## src/rtl/prbs_pkg.sv

```systemverilog
package prbs_pkg;

    localparam int DATA_W = 40;
    localparam int LFSR_W = 23;
    localparam int HDR_W  = 8;
    localparam logic [HDR_W-1:0] HDR_BYTE = 8'hD5;
    localparam int POP_W  = $clog2(DATA_W + 1);

    // feedback taps (delays into the bit history)
    localparam int SHORT_TAP_A = 6;
    localparam int SHORT_TAP_B = 7;
    localparam int LONG_TAP_A  = 18;
    localparam int LONG_TAP_B  = 23;

    typedef enum logic [1:0] {
        PAT_ALT   = 2'b00,
        PAT_LONG  = 2'b01,
        PAT_SHORT = 2'b10,
        PAT_RSV   = 2'b11
    } pat_sel_e;

    typedef enum logic [1:0] {
        ST_UNSYNC  = 2'b00,
        ST_LOCKED  = 2'b01,
        ST_ERRORED = 2'b10
    } link_status_e;

    typedef enum logic [1:0] {
        PH_HUNT  = 2'b00,
        PH_SEED  = 2'b01,
        PH_TRACK = 2'b10
    } chk_phase_e;

    typedef struct packed {
        logic [DATA_W-1:0] word;
        logic [LFSR_W-1:0] state;
    } prbs_step_t;

    function automatic logic is_prbs(input logic [1:0] sel);
        return (sel == PAT_LONG) || (sel == PAT_SHORT);
    endfunction

    function automatic logic [DATA_W-1:0] header_word();
        logic [DATA_W-1:0] w;
        for (int i = 0; i < DATA_W / HDR_W; i++) begin
            w[i*HDR_W +: HDR_W] = HDR_BYTE;
        end
        return w;
    endfunction

    function automatic logic [DATA_W-1:0] alt_word();
        logic [DATA_W-1:0] w;
        for (int i = 0; i < DATA_W; i++) begin
            w[i] = i[0];
        end
        return w;
    endfunction

    // state[k] holds the bit emitted k+1 steps ago; advance a whole word
    function automatic prbs_step_t prbs_advance(input logic [LFSR_W-1:0] st_in,
                                                input logic [1:0] sel);
        prbs_step_t r;
        logic [LFSR_W-1:0] st;
        logic fb;
        st = st_in;
        for (int i = 0; i < DATA_W; i++) begin
            if (sel == PAT_SHORT) begin
                fb = st[SHORT_TAP_A-1] ^ st[SHORT_TAP_B-1];
            end else begin
                fb = st[LONG_TAP_A-1] ^ st[LONG_TAP_B-1];
            end
            r.word[i] = fb;
            st = {st[LFSR_W-2:0], fb};
        end
        r.state = st;
        return r;
    endfunction

    function automatic logic [LFSR_W-1:0] seed_from_word(input logic [DATA_W-1:0] w);
        logic [LFSR_W-1:0] s;
        for (int k = 0; k < LFSR_W; k++) begin
            s[k] = w[DATA_W-1-k];
        end
        return s;
    endfunction

    function automatic logic [POP_W-1:0] popcount(input logic [DATA_W-1:0] w);
        logic [POP_W-1:0] c;
        c = '0;
        for (int i = 0; i < DATA_W; i++) begin
            c = c + {{(POP_W-1){1'b0}}, w[i]};
        end
        return c;
    endfunction

endpackage

```

## src/rtl/prbs_tx_gen.sv

```systemverilog
module prbs_tx_gen
    import prbs_pkg::*;
(
    input  logic              clk,
    input  logic              rst,
    input  logic              restart,
    input  logic [1:0]        sel,
    input  logic              inject,
    output logic [DATA_W-1:0] tx_word
);

    logic [LFSR_W-1:0] lfsr_q;
    logic              hdr_pend_q;
    logic              inj_d_q;
    logic [DATA_W-1:0] tx_q;
    prbs_step_t        nxt;
    logic              inj_rise;
    logic [DATA_W-1:0] flip_mask;

    assign nxt       = prbs_advance(lfsr_q, sel);
    assign inj_rise  = inject & ~inj_d_q;
    assign flip_mask = {{(DATA_W-1){1'b0}}, inj_rise};
    assign tx_word   = tx_q;

    always_ff @(posedge clk) begin
        if (rst) begin
            inj_d_q <= 1'b0;
        end else begin
            inj_d_q <= inject;
        end
    end

    always_ff @(posedge clk) begin
        if (restart) begin
            lfsr_q     <= '1;
            hdr_pend_q <= 1'b1;
            tx_q       <= '0;
        end else if (!is_prbs(sel)) begin
            tx_q <= alt_word() ^ flip_mask;
        end else if (hdr_pend_q) begin
            tx_q       <= header_word() ^ flip_mask;
            hdr_pend_q <= 1'b0;
        end else begin
            tx_q   <= nxt.word ^ flip_mask;
            lfsr_q <= nxt.state;
        end
    end

    a_r3_marker_first: assert property (@(posedge clk) disable iff (rst)
        (hdr_pend_q && !restart && is_prbs(sel) && !inj_rise) |=> (tx_q == header_word()));

    a_r2_alt_word: assert property (@(posedge clk) disable iff (rst)
        (!restart && !is_prbs(sel) && !inj_rise) |=> (tx_q == alt_word()));

    a_r7_one_bit_flip: assert property (@(posedge clk) disable iff (rst)
        (!restart && !is_prbs(sel) && inj_rise) |=> ($countones(tx_q ^ alt_word()) == 1));

endmodule

```

## src/rtl/prbs_rx_chk.sv

```systemverilog
module prbs_rx_chk
    import prbs_pkg::*;
(
    input  logic              clk,
    input  logic              rst,
    input  logic              restart,
    input  logic [1:0]        sel,
    input  logic [DATA_W-1:0] rx_word,
    input  logic              err_nonzero,
    output logic              cmp_en,
    output logic [DATA_W-1:0] mism,
    output logic [1:0]        status
);

    chk_phase_e        phase_q;
    logic [LFSR_W-1:0] ref_q;
    prbs_step_t        pred;

    assign pred   = prbs_advance(ref_q, sel);
    assign cmp_en = (phase_q == PH_TRACK) && is_prbs(sel);
    assign mism   = cmp_en ? (rx_word ^ pred.word) : '0;

    always_comb begin
        if (!cmp_en) begin
            status = ST_UNSYNC;
        end else if (err_nonzero) begin
            status = ST_ERRORED;
        end else begin
            status = ST_LOCKED;
        end
    end

    always_ff @(posedge clk) begin
        if (restart) begin
            phase_q <= PH_HUNT;
            ref_q   <= '0;
        end else if (!is_prbs(sel)) begin
            phase_q <= PH_HUNT;
        end else begin
            case (phase_q)
                PH_HUNT: begin
                    if (rx_word == header_word()) begin
                        phase_q <= PH_SEED;
                    end
                end
                PH_SEED: begin
                    ref_q   <= seed_from_word(rx_word);
                    phase_q <= PH_TRACK;
                end
                PH_TRACK: begin
                    ref_q <= pred.state;
                end
                default: phase_q <= PH_HUNT;
            endcase
        end
    end

    a_r4_status_legal: assert property (@(posedge clk) disable iff (rst)
        status != 2'b11);

    a_r5_seed_after_marker: assert property (@(posedge clk) disable iff (rst)
        (phase_q == PH_SEED) |-> ($past(rx_word) == header_word() && $past(phase_q) == PH_HUNT));

    a_r5_track_after_seed: assert property (@(posedge clk) disable iff (rst)
        (phase_q == PH_TRACK && !$past(restart)) |-> ($past(phase_q) != PH_HUNT));

endmodule

```

## src/rtl/err_tally.sv

```systemverilog
module err_tally
    import prbs_pkg::*;
#(
    parameter int CNT_W = 24
) (
    input  logic              clk,
    input  logic              rst,
    input  logic              clr,
    input  logic              add_en,
    input  logic [DATA_W-1:0] bits,
    output logic [CNT_W-1:0]  count
);

    logic [CNT_W-1:0] cnt_q;
    logic [CNT_W:0]   sum_w;

    assign sum_w = {1'b0, cnt_q} + (CNT_W+1)'(popcount(bits));
    assign count = cnt_q;

    always_ff @(posedge clk) begin
        if (rst || clr) begin
            cnt_q <= '0;
        end else if (add_en) begin
            if (sum_w[CNT_W]) begin
                cnt_q <= '1;
            end else begin
                cnt_q <= sum_w[CNT_W-1:0];
            end
        end
    end

    a_r8_clear_zeroes: assert property (@(posedge clk) disable iff (rst)
        clr |=> (cnt_q == '0));

    a_r6_no_wrap: assert property (@(posedge clk) disable iff (rst)
        !clr |=> (cnt_q >= $past(cnt_q)));

    a_r6_hold_full: assert property (@(posedge clk) disable iff (rst)
        (!clr && (&cnt_q)) |=> (&cnt_q));

endmodule

```

## src/rtl/prbs_link_tester.sv

```systemverilog
module prbs_link_tester
    import prbs_pkg::*;
#(
    parameter int CNT_W = 24
) (
    input  logic              clk,
    input  logic              rst,
    input  logic [1:0]        pat_sel,
    input  logic              pat_restart,
    input  logic              err_clear,
    input  logic              inject_err,
    output logic [DATA_W-1:0] tx_data,
    input  logic [DATA_W-1:0] rx_data,
    output logic [1:0]        chk_status,
    output logic [CNT_W-1:0]  err_count
);

    logic [1:0]        sel_q;
    logic              restart;
    logic              cmp_en;
    logic [DATA_W-1:0] mism;

    always_ff @(posedge clk) begin
        sel_q <= pat_sel;
    end

    assign restart = rst | pat_restart | (pat_sel != sel_q);

    prbs_tx_gen u_gen (
        .clk     (clk),
        .rst     (rst),
        .restart (restart),
        .sel     (pat_sel),
        .inject  (inject_err),
        .tx_word (tx_data)
    );

    prbs_rx_chk u_chk (
        .clk         (clk),
        .rst         (rst),
        .restart     (restart),
        .sel         (pat_sel),
        .rx_word     (rx_data),
        .err_nonzero (err_count != '0),
        .cmp_en      (cmp_en),
        .mism        (mism),
        .status      (chk_status)
    );

    err_tally #(.CNT_W(CNT_W)) u_tally (
        .clk    (clk),
        .rst    (rst),
        .clr    (restart | err_clear),
        .add_en (cmp_en),
        .bits   (mism),
        .count  (err_count)
    );

    a_r9_restart_unsync: assert property (@(posedge clk) disable iff (rst)
        restart |=> (chk_status == ST_UNSYNC && err_count == '0));

endmodule

```

## config.mk

```make
export PLATFORM = sky130hd
export DESIGN_NAME = prbs_link_tester
export DESIGN_NICKNAME = d
export VERILOG_FILES = /design/src/rtl/prbs_pkg.sv /design/src/rtl/prbs_tx_gen.sv /design/src/rtl/prbs_rx_chk.sv /design/src/rtl/err_tally.sv /design/src/rtl/prbs_link_tester.sv
export SDC_FILE = /design/constraint.sdc
export NUM_CORES = 1
export LEC_CHECK = 0
export ABC_AREA = 1
export ABC_CLOCK_PERIOD_IN_PS = 16700
export BUFFER_PORTS_ARGS = -buffer_cell sky130_fd_sc_hd__buf_2
export CAP_MARGIN = 15
export CORE_MARGIN = 2
export CORE_UTILIZATION = 60
export CTS_CLUSTER_DIAMETER = 40
export DETAILED_ROUTE_END_ITERATION = 8
export PLACE_DENSITY_LB_ADDON = 0.2
export SLEW_MARGIN = 20
export SYNTH_ARGS = -nofsm -noshare
export SYNTH_HDL_FRONTEND = slang
export SYNTH_SLANG_ARGS = --single-unit
```

## constraint.sdc

```tcl
create_clock -name clk -period 16.7 [get_ports clk]
set_input_delay 3.34 -clock clk [delete_from_list [all_inputs] [get_ports clk]]
set_output_delay 3.34 -clock clk [all_outputs]
set_load 0.02 [all_outputs]
```

Word-level counts from Yosys, hierarchy flattened

Cells that the tools add are included.

Add/sub/neg operators: 40
Multiply operators: 0
Divide/modulo/power cells: 0
Order comparisons: 0
Equal/unequal tests: 7
Shifts and indexed selects: 0
Mux-type cells: 89
Bitwise gates (word level): 171
Reduce and logical (&&, ||, !) cells: 10

Operators by type and width:

| operator                                               | number |
|---|---|
| adder 6 x 1 -> 6 bit                                   | 38 |
| XOR 1 bit                                              | 160 |
| two-way mux 40 bit                                     | 3 |
| two-way mux 1 bit                                      | 80 |
| case mux 23 bit (2 select lines)                       | 1 |
| == test 40 bit (second input constant)                 | 1 |
| XOR 40 x 1 -> 40 bit                                   | 1 |
| XOR 40 bit                                             | 1 |
| adder 24 x 6 -> 25 bit                                 | 1 |
| NOT 1 -> 25 bit                                        | 1 |
| two-way mux 24 bit                                     | 1 |
| nonzero test 24 bit                                    | 1 |
| two-way mux 2 bit                                      | 3 |
| case mux 2 bit (3 select lines)                        | 1 |
| AND reduction 2 bit                                    | 3 |
| == test 2 x 1 -> 1 bit (second input constant)         | 2 |
| == test 2 bit (second input constant)                  | 2 |
| NOT 1 bit                                              | 4 |
| bitwise OR 1 bit                                       | 3 |
| adder 1 x 1 -> 2 bit                                   | 1 |
| logical NOT 2 bit                                      | 1 |
| logical OR 1 bit                                       | 2 |
| inequality test 2 x 1 -> 1 bit (second input constant) | 1 |
| inequality test 2 bit                                  | 1 |
| 4 further kinds                                        | 4 |

Register bits after elaboration: 116
Bits in latches: 0
Memory bits (writable): 0
ROM bits: 0
Input port bits: 47
Output and inout bits: 66
Memories: 0

Logic depth before layout (Yosys ltp)

Depth in word-level cells: 57
Depth in mapped cells: 61

Hierarchy

From an unflattened synthesis, not the netlist that was laid out.

Cells, all modules: 1777
Area total of the unflattened synthesis: 11178.2 sq um

Modules (own cells, without submodules):

| module           | instances | cells each | area each (sq um) | seq. area each (sq um) |
|---|---|---|---|---|
| prbs_tx_gen      | 1         | 646        | 4320.4            | 1301.2 |
| prbs_rx_chk      | 1         | 729        | 3953.8            | 500.5 |
| err_tally        | 1         | 367        | 2726.4            | 480.5 |
| prbs_link_tester | 1         | 35         | 177.7             | 40.0 |

Worst setup path before layout

OpenSTA, ideal clock, no wires.

Kind: input -> register
Start point: input port pat_sel[0]
End point: register u_tally.cnt_q[14] (netlist: u_tally.count[14])
Arrival: 12.013 ns
Slack: 4.611 ns
Cell stages on the path: 54
Path buffers: 2
Path through: inv_1 -> ha_1 -> buf_6 -> inv_8 -> buf_8 -> nand3_2 -> nand2_2 -> nand2_1 -> nand3_1 -> nand2_1 -> a21oi_2 -> nand2_1 -> nand2_1 -> nand2_1 -> nand3_1 -> nand2_2 -> a21oi_1 -> nand2_1 -> [18 not listed] -> inv_1 -> fa_1 -> nor2_1 -> a211oi_1 -> xor2_1 -> ha_1 -> inv_1 -> nor2_1 -> nor2_1 -> o21bai_1 -> inv_1 -> nor2_1 -> inv_1 -> nor2_1 -> inv_1 -> nor3_1 -> nand3_1 -> a31oi_1

Cells in the longest elaborated chain, start to end: 45
Elaborated cells on any way between the ends: 147
Classes of those cells: 40 x add/sub; 3 x eq/ne; 42 x mux; 59 x bitwise; 3 x reduce/logical

RTL lines:

| element                                                        | line                                 | text |
|---|---|---|
| from (decl)                                                    | prbs_link_tester.sv:8                | `input logic [1:0] pat_sel,` |
| == test 2 bit / == test 2 x 1 -> 1 bit (equally long branches) | prbs_pkg.sv:40, prbs_pkg.sv:67       |  |
| two-way mux 1 bit / logical OR 1 bit (equally long branches)   | prbs_pkg.sv:67, prbs_pkg.sv:40       |  |
| XOR 40 bit / logical AND 1 bit (equally long branches)         | prbs_rx_chk.sv:21, prbs_rx_chk.sv:20 |  |
| two-way mux 40 bit                                             | prbs_rx_chk.sv:21                    | `assign mism = cmp_en ? (rx_word ^ pred.word) : '0;` |
| adder 1 x 1 -> 2 bit                                           | prbs_pkg.sv:91                       | `c = c + {{(POP_W-1){1'b0}}, w[i]};` |
| adder 6 x 1 -> 6 bit (38 in series)                            | prbs_pkg.sv:91                       |  |
| adder 24 x 6 -> 25 bit                                         | err_tally.sv:17                      | `assign sum_w = {1'b0, cnt_q} + (CNT_W+1)'(popcount(bits));` |
| two-way mux 24 bit                                             | err_tally.sv:24                      | `if (sum_w[CNT_W]) begin` |
| to (signal assigned)                                           | err_tally.sv:27                      | `cnt_q <= sum_w[CNT_W-1:0];` |
| to (decl)                                                      | err_tally.sv:14                      | `logic [CNT_W-1:0] cnt_q;` |

Several ways; a longest one is shown, not always the timed one.
A chain may end at the register's enable or synchronous reset.

Worst setup path in the final report

Start point: input port pat_sel[0]
End point: register u_tally.cnt_q[23] (netlist: u_tally.count[23])

Same word-level chain as after synthesis.

==> flow_summary.toml <==
[worst_setup_path]
crit_top_cell = "inv_1"
endpoint_kind = "flip-flop"
cpPeakStageDelay_ps = 750
required_ps = 17020
crit_slowest_cell = "ha_4"
critical_path.startpoint_type = "input pin"
path_max_fanout = 89
cp.arrival_ps = 14240
path_class = "in2reg"

[floorplan]
die_w_um = 134
die_area_um2 = 18000
io_pins = 113
row_count = 47
die_h_um = 134
initial_core_util = 0.612
core_area_um2 = 16600

[finish]
seq_area_um2 = 2320
num-fill-cells = 1521
drive_gt1_frac = 0.180
layout_common_cells = "nand2_1, inv_1, o21ai_0"
num-nets-final = 1781
multi_input_area_um2 = 6790
num_antenna_cells = 0
layout_commonest_cell = "nand2_1"
area_growth_pct = 11.1

[clocking]
cts_tree = "done"
numClockSinks = 116
cts-resized-gates = 0
postCtsHoldBufs = 0
clock_latency_ps = 430
htree_num_levels = 4
clk_pin_slew_ps = 60
cts_root_buf = "clkbuf_16"
cts_setup_buffers = 0
cts_buffer_depth = 2
cts_buffers = 17

[synthesis]
synth_adder_area_share = 0.0902
synth_top_family_by_area = "simple AND/OR/NAND/NOR gates"
ys_async_sr_fraction = 0
syn_avg_cell_area_um2 = 6.32
synth-compound-area-share = 0.165
syn_inst = 1608
ys.flop_type = "dfxtp_1"
yosysSeqAreaShare = 0.229
synthSimpleGateAreaFrac = 0.383
synthXorXnorAreaFrac = 0.0274
synth.distinct_cells = 50
synth-edff-count = 0
syn_area_um2 = 10200
yosys_warnings = 0
ys_ff_latch = 116
synthMuxAreaShare = 0.000986
syn_nets = 1709

[placed_design]
place.gp.congestion = 1.00
dp_hpwl_um = 24600
io_buffer_count = 112

[global_route]
grt_pass1_vias = 10000
antenna_found_initial = 0
grtUsageTotal = 0.368
gr-total-overflow = 0
grt_pass1_wl_um = 52000
grt_max_degree = 90

[sta]
setup_viol = 0
fin_crit_sh = 0.833
tightest_slew_ps = 1070
fin_skew_ps = 11.5
max-slew-margin-rel = 0.282
min_period_ps = 13910
rsz0062_at_grt = "no"
clock.fmax_mhz = 71.9
finalHoldViolations = 0
fin_hold_ws_ps = 488
final-max-slew-violation-count = 0
fin_tns_setup_ps = 0

[pwr]
irDropWorstVdd_mv = 0.0756
leakage_nw = 5.40
p_per_area_nw_per_um2 = 69.8

[route]
drt_wl_total_um = 33000
vias = 11200
drc = 0
ant_nets = 0
wl_per_cell_um = 17.2
via_per_inst = 5.85
dr.first_iter.drc_count = 1458
drtPass1Iterations = 6

[hold_path]
min_path_type = "reg2reg"

[run]
drv_cap = 0

[status]
status = "completed"
## report_power, final
group / internal (mW) / switching [mW]
clock network: 0.224 / 0.153
registers: 0.280 / 0.00145
logic: 0.0369 / 0.0918
## area by class of cell
cell class | instances | area share
Inverter | 180 | 0.0606
Clock inverter | 14 | 0.0149
Sequential cell | 116 | 0.206
Tap cell | 220 | 0.0244
Multi-Input combinational cell | 1246 | 0.602
Timing Repair Buffer | 119 | 0.0544
Clock buffer | 18 | 0.0380
## stage by stage
step	total power, mW	std cells	setup slack (ps)	cell area [um^2]	utilization
finish	0.788	1913	2790	11300	0.680
global route	0.812	1913	1950	11300	0.680
CTS	0.783	1913	2910	11300	0.680
detailed placement	0.412	1881	2490	10700	0.644
global placement	0.411	1881	2610	10700	0.644
floorplan	0.376	1608	4610	10200	-
## state kept, by name (all words and copies together), names as in the netlist
signal,flops
u_chk.phase_q,2
u_tally.count,24
sel_q,2
u_gen.inj_d_q,1
u_gen.tx_word,40
u_gen.hdr_pend_q,1
u_chk.ref_q,23
u_gen.lfsr_q,23
## worst paths after layout
kind                   startpoint                 to  slack [ps]  depth (start not counted)
hold reg to reg   u_chk.ref_q[22]    u_chk.ref_q[22]         490                          2
hold / removal    u_chk.ref_q[22]    u_chk.ref_q[22]         490                          2
setup reg to reg   u_chk.ref_q[4]  u_tally.count[23]        6450                         56
setup / recovery       pat_sel[0]  u_tally.count[23]        2790                         57
## synthesized netlist by cell type, types with 3 or more instances
cell type | n | area share
nand2_2 | 70 | 0.043
nand3_2 | 19 | 0.019
xor2_1 | 18 | 0.016
nor2_1 | 99 | 0.037
ha_1 | 22 | 0.027
fa_1 | 32 | 0.063
nor4_1 | 11 | 0.0068
xnor2_1 | 10 | 0.0086
dfxtp_1 | 116 | 0.23
o21ai_2 | 10 | 0.0086
nand3b_1 | 4 | 0.0030
inv_2 | 19 | 0.0070
o21a_1 | 4 | 0.0030
o21ai_0 | 132 | 0.065
nand4_1 | 11 | 0.0068
nor3_1 | 15 | 0.0074
o21bai_1 | 4 | 0.0030
buf_6 | 5 | 0.0055
inv_1 | 158 | 0.058
o211ai_1 | 6 | 0.0044
or3_1 | 11 | 0.0068
a21boi_2 | 3 | 0.0033
a211oi_1 | 3 | 0.0022
a31oi_1 | 8 | 0.0049
a21oi_1 | 122 | 0.060
clkbuf_1 | 27 | 0.010
nand3_1 | 124 | 0.061
or2_2 | 13 | 0.0080
buf_2 | 18 | 0.0089
nand2_4 | 8 | 0.0089
nand2_1 | 460 | 0.17
buf_4 | 11 | 0.0081
o21ai_1 | 12 | 0.0059
## per-layer routing
metal  share of wire  wire, um  global-route usage
met2            0.46     15200               0.607
met4           0.055      1800               0.195
met3           0.090      2980              0.0665
met1            0.39     13000               0.461
met5               0         0                   0
## cells by family after synthesis
family | after synthesis
adder cells (fa/ha/maj) | 54
AND/OR/NAND/NOR | 853
buffers and inverters | 246
XOR/XNOR | 30
multiplexers | 1
flip-flops | 116
AO/OA/AOI/OAI | 308
## critical path, delay by kind of cell
family	cells	cell delay [ps]
AO/OA/AOI/OAI	9	1320
XOR/XNOR	1	150
adder cells (fa/ha/maj)	10	5060
buffers and inverters	14	1280
AND/OR/NAND/NOR	23	2970
(Power assumes the default switching activity.)
